--- src/rtl/burstColPkg.sv ---
package burstColPkg;
  typedef struct packed {
    logic load;     // open a new access: capture column, row, bank
    logic advance;  // take one burst step
  } colStrobeT;
endpackage

--- src/rtl/burstColCtrl.sv ---
module burstColCtrl
  import burstColPkg::*;
(
  input  logic      clk,
  input  logic      rstN,
  input  logic      addrStrobe,
  input  logic      chipSel,
  input  logic      burstReq,
  input  logic      cfgBurstHigh,
  input  logic      ackIn,
  input  logic      cfgAckFalling,
  input  logic      cfgLatchMode,
  output colStrobeT strb
);
  logic ackPrev;
  logic ackRise;
  logic ackFall;
  logic ackHit;
  logic burstActive;
  logic startHit;

  always_ff @(posedge clk or negedge rstN) begin
    if (!rstN) ackPrev <= 1'b0;
    else       ackPrev <= ackIn;
  end

  always_comb begin
    ackRise     = ackIn & ~ackPrev;
    ackFall     = ~ackIn & ackPrev;
    ackHit      = cfgAckFalling ? ackFall : ackRise;
    burstActive = (burstReq == cfgBurstHigh);
    startHit    = addrStrobe & chipSel;
    strb.load    = startHit;
    strb.advance = ~startHit & cfgLatchMode & burstActive & ackHit;
  end
endmodule

--- src/rtl/burstColPath.sv ---
module burstColPath
  import burstColPkg::*;
#(
  parameter int COL_W  = 12,
  parameter int ROW_W  = 12,
  parameter int BANK_W = 2,
  parameter int LEN_W  = 2
) (
  input  logic              clk,
  input  logic              rstN,
  input  colStrobeT         strb,
  input  logic [COL_W-1:0]  colIn,
  input  logic [ROW_W-1:0]  rowIn,
  input  logic [BANK_W-1:0] bankIn,
  input  logic              noWrap,
  input  logic [LEN_W-1:0]  burstLen,
  input  logic              cfgLatchMode,
  input  logic              cfgMissOutput,
  input  logic              pageMissIn,
  input  logic              addrStrobe,
  input  logic              chipSel,
  output logic [COL_W-1:0]  colOut,
  output logic              pageMiss
);
  localparam logic [COL_W-1:0] ONE = COL_W'(1);

  logic [COL_W-1:0]  colReg;
  logic [ROW_W-1:0]  prevRow;
  logic [BANK_W-1:0] prevBank;
  logic              opened;
  logic              missFlag;
  logic              crossPend;
  logic [COL_W-1:0]  wrapMask;
  logic [COL_W-1:0]  colInc;
  logic [COL_W-1:0]  colStep;
  logic              pageEnd;
  logic              missCalc;

  // one mask bit per column bit: set when the bit lies inside the wrap block
  for (genvar i = 0; i < COL_W; i++) begin : g_mask
    assign wrapMask[i] = (32'(burstLen) >= i);
  end

  always_comb begin
    colInc   = colReg + ONE;
    colStep  = noWrap ? colInc : ((colReg & ~wrapMask) | (colInc & wrapMask));
    pageEnd  = &colReg;
    missCalc = ~opened | (rowIn != prevRow) | (bankIn != prevBank) | crossPend;
  end

  always_ff @(posedge clk or negedge rstN) begin
    if (!rstN) begin
      colReg    <= '0;
      prevRow   <= '0;
      prevBank  <= '0;
      opened    <= 1'b0;
      missFlag  <= 1'b0;
      crossPend <= 1'b0;
    end else if (strb.load) begin
      colReg    <= colIn;
      prevRow   <= rowIn;
      prevBank  <= bankIn;
      opened    <= 1'b1;
      missFlag  <= missCalc;
      crossPend <= 1'b0;
    end else if (strb.advance) begin
      colReg <= colStep;
      if (noWrap && pageEnd) begin
        missFlag  <= 1'b1;
        crossPend <= 1'b1;
      end
    end
  end

  always_comb begin
    colOut   = cfgLatchMode ? colReg : colIn;
    pageMiss = cfgMissOutput ? missFlag : (pageMissIn & addrStrobe & chipSel);
  end
endmodule

--- src/rtl/burstColGen.sv ---
module burstColGen
  import burstColPkg::*;
#(
  parameter int COL_W  = 12,
  parameter int ROW_W  = 12,
  parameter int BANK_W = 2,
  parameter int LEN_W  = 2
) (
  input  logic              clk,
  input  logic              rstN,
  input  logic              addrStrobe,
  input  logic              chipSel,
  input  logic [ROW_W-1:0]  rowIn,
  input  logic [COL_W-1:0]  colIn,
  input  logic [BANK_W-1:0] bankIn,
  input  logic              burstReq,
  input  logic              noWrap,
  input  logic [LEN_W-1:0]  burstLen,
  input  logic              ackIn,
  input  logic              cfgLatchMode,
  input  logic              cfgBurstHigh,
  input  logic              cfgAckFalling,
  input  logic              cfgMissOutput,
  input  logic              pageMissIn,
  output logic [COL_W-1:0]  colOut,
  output logic              pageMiss
);
  colStrobeT strb;

  burstColCtrl u_ctrl (
    .clk          (clk),
    .rstN         (rstN),
    .addrStrobe   (addrStrobe),
    .chipSel      (chipSel),
    .burstReq     (burstReq),
    .cfgBurstHigh (cfgBurstHigh),
    .ackIn        (ackIn),
    .cfgAckFalling(cfgAckFalling),
    .cfgLatchMode (cfgLatchMode),
    .strb         (strb)
  );

  burstColPath #(
    .COL_W (COL_W),
    .ROW_W (ROW_W),
    .BANK_W(BANK_W),
    .LEN_W (LEN_W)
  ) u_path (
    .clk          (clk),
    .rstN         (rstN),
    .strb         (strb),
    .colIn        (colIn),
    .rowIn        (rowIn),
    .bankIn       (bankIn),
    .noWrap       (noWrap),
    .burstLen     (burstLen),
    .cfgLatchMode (cfgLatchMode),
    .cfgMissOutput(cfgMissOutput),
    .pageMissIn   (pageMissIn),
    .addrStrobe   (addrStrobe),
    .chipSel      (chipSel),
    .colOut       (colOut),
    .pageMiss     (pageMiss)
  );
endmodule

--- config.mk ---
export PLATFORM = sky130hd
export DESIGN_NAME = burstColGen
export DESIGN_NICKNAME = d
export VERILOG_FILES = /design/src/rtl/burstColPkg.sv /design/src/rtl/burstColCtrl.sv /design/src/rtl/burstColPath.sv /design/src/rtl/burstColGen.sv
export SDC_FILE = /design/constraint.sdc
export NUM_CORES = 1
export LEC_CHECK = 0
export ABC_CLOCK_PERIOD_IN_PS = 2400
export BUFFER_PORTS_ARGS = -buffer_cell sky130_fd_sc_hd__buf_2
export CAP_MARGIN = 25
export CORE_MARGIN = 2
export CORE_UTILIZATION = 45
export CTS_CLUSTER_SIZE = 20
export DETAILED_ROUTE_END_ITERATION = 12
export GPL_TIMING_DRIVEN = 0
export PLACE_DENSITY = 0.7
export SLEW_MARGIN = 15
export SYNTH_ARGS = -nofsm -noshare
export SYNTH_HDL_FRONTEND = slang
export SYNTH_HIERARCHICAL = 1
export SYNTH_SLANG_ARGS = --single-unit
--- constraint.sdc ---
create_clock -name clk -period 2.4 [get_ports clk]
set_clock_uncertainty 0.05 [all_clocks]
set_input_delay 0.24 -clock clk [delete_from_list [all_inputs] [get_ports clk]]
set_output_delay 0.24 -clock clk [all_outputs]
set_load 0.01 [all_outputs]
==> metrics.yaml <==
worst_setup_path:
  path_class: "flop to flop"
  crit_path_end_kind: "flop"
  crit_arrival_ns: 2.36
  path_max_fanout: 8
  critPathLaunchType: "flop"
  reg2reg_slack_ns: 0.20
  cp.required_ns: 2.57
run_status:
  status: "finished clean"
timing:
  setup_viol: 0
  min_period_ns: 2.20
  setup_slack_ns: 0.204
  slew_viol_final: 0
  period_share: 0.915
  worstMarginPinSlew_ns: 0.681
  grt_setup_unrepaired: "false"
  clock.fmax_mhz: 455
  slew-limit-headroom: 0.546
  hold_violations: 0
min_path:
  hp-class: "primary input to flop"
clock_tree:
  cts.clk_slew.worst_paths_ns: 0.07
  htreeDepth: 2
  clock_sinks: 30
  cts_made_buffers: 5
  clock-root-buffer: "clkbuf_8"
  worst_skew_pair.late_latency_ns: 0.29
  cts_tree: "built"
  clockBufferDepth: 2
yosys:
  syn_nets: 197
  synth.ff_latch_count: 30
  yosysMostFrequentCell: "dfrtp_1"
  synthArstFlopShare: 1.00
  netlist_instances: 156
  syn_area_um2: 1720
  synthFlopType: "dfrtp_1"
  yosys.area.top_type_share: 0.436
  synth_common_cells: "30 x dfrtp_1, 29 x mux2_2, 18 x xnor2_1"
  yosysWarnings: 6
  yosys.cell_types.count: 34
  synth_edf_count: 0
  synthTopCellsByArea: "dfrtp_1 44%, mux2_2 19%, xnor2_1 9.2%"
  synth_top_area_cell: "dfrtp_1"
  synth.yosys.seq_area_share: 0.436
  avgSynthCellArea_um2: 11.0
placed_design:
  port_buffers: 52
  pre_cts_ws_ns: -0.157
  dp_hpwl_um: 2660
  place_inst: 256
  gp_congestion: 0.741
job:
  maxCapViolCount: 0
floorplanning:
  core.rowCount: 22
  die_h_um: 65.9
  initial_utilization: 0.470
  fp.dieW_um: 65.9
  core_area_um2: 3660
  ios: 53
  die_area_um2: 4340
pwr:
  p_seq_frac: 0.402
  swShare: 0.255
  p_clk_frac: 0.408
  leakagePower_nw: 0.956
  p_comb_frac: 0.190
  internal-power_mw: 1.18
  total_power_mw: 1.58
  powerDensity_nw_per_um2: 713
  switching_power_mw: 0.405
  peakVddDrop_mv: 0.441
grt:
  grt_pass1_vias: 1433
  overflow: 0
  antenna_found_initial: 0
  grt_usage: 0.199
  grt_pass1_wl_um: 6450
  grt_max_degree: 31
cells_and_area:
  nNetsFinal: 258
  multi_input_area_um2: 946
  antenna_cells: 0
  n_fill_cell: 313
  regArea_um2: 751
  fin_cells: 266
  drive_gt1_frac: 0.445
  area_delta_synth_final_pct: 29.1
routing:
  ant_nets: 0
  first_pass_iters: 6
  num_vias: 1361
  wl_per_cell_um: 13.8
  drt_iter0_drc: 75
  drc: 0
  avgViaCountPerCell: 5.12
  wirelength_um: 3680
## repair_timing
action	CTS	global route
endpoints found under the hold margin	30	0
hold buffers	1	0
endpoints found under the setup margin	3	1
pin swaps	1	1
gates resized for setup	0	1
setup buffers	1	0
## stage by stage
step           TNS [ns]  utilization  hold slack [ns]  area [µm²]
3_5_place_dp     -0.157        0.561            0.274        2050
5_1_grt               0        0.607           0.0295        2220
2_1_floorplan         0            -           -0.106        1730
3_3_place_gp    -0.0850        0.561            0.272        2050
6_report              0        0.607           0.0252        2220
4_1_cts               0        0.605           0.0217        2210
## worst max-delay path, stage by stage, from the launching register on
cell and delay, ns:
dfrtp_1 0.37, or3b_1 0.41, a2111oi_4 0.40, nand4_4 0.23, nor4_4 0.37, a311oi_1 0.15, a21oi_1 0.14
## logic make-up (layout without fill, tap and decap cells)
kind of cell,Yosys count,count (layout),synth area share
xor+xnor,26,26,0.132
fa+ha+maj,1,1,0.00727
simple gates,41,41,0.144
compound gates,18,18,0.0640
mux,29,29,0.190
buf+inv,11,73,0.0269
flops,30,30,0.436
## power by group through the flow
stage | Clock [mW] | Sequential, mW | Combinational, mW
2_1_floorplan | 0 | 0.630 | 0.200
3_3_place_gp | 0 | 0.643 | 0.293
3_5_place_dp | 0 | 0.644 | 0.299
4_1_cts | 0.659 | 0.636 | 0.304
5_1_grt | 0.678 | 0.647 | 0.337
6_report | 0.647 | 0.636 | 0.301
## area by class of cell
class                      count  area share
timing repair buffer          54       0.125
clock buffer                   6      0.0371
sequential                    30       0.338
multi-input combinational    115       0.425
clock inverter                 2      0.0270
inverter                       5     0.00844
buffer                         6      0.0124
tap                           48      0.0270
## layer usage
layer / track usage / routed length (µm) / vias to the layer above
li1: - / - / 668
met1: 0.247 / 1640 / 644
met2: 0.317 / 1740 / 43
met3: 0.0613 / 242 / 6
met4: 0.0885 / 55 / 0
met5: 0 / 0 / -
## path summary, 6_finish.rpt
kind | cells after the start | start | to
max in group asynchronous | 2 | rstN | u_path/colReg[10]
worst max register to register | 6 | u_ctrl/ackPrev | u_path/missFlag
min in group asynchronous | 2 | rstN | asynchronous set/reset pin
worst min register to register | 1 | u_path/opened | u_path/opened
worst max-delay path | 6 | u_ctrl/ackPrev | u_path/missFlag
worst min-delay path | 1 | ackIn | u_ctrl/ackPrev
## flip-flops by register name (all words and copies together) (netlist names), named ones only
register	cells
u_path/prevBank	2
u_path/colReg	9
u_path/crossPend	1
u_ctrl/ackPrev	1
u_path/missFlag	1
u_path/prevRow	12
u_path/opened	1
## placed cells by master, fill, tap and decap left out, drive strengths merged
master        n
nand4         4
dlygate4sd3   1
nor2b         1
o211ai        1
o21ai         9
nor4          5
ha            1
nand4b        1
or3b          1
bufinv        2
clkbuf        8
xnor2        18
a311oi        1
dfrtp        30
mux2         29
a21oi         4
and2          1
nand3b        1
nand2        12
xor2          8
a31oi         1
nor2          5
o21a          1
a2111oi       1
nand3         4
nor3b         1
inv           5
buf          57
or2           1
nor3          4
Power figures use the tool's default switching activity.
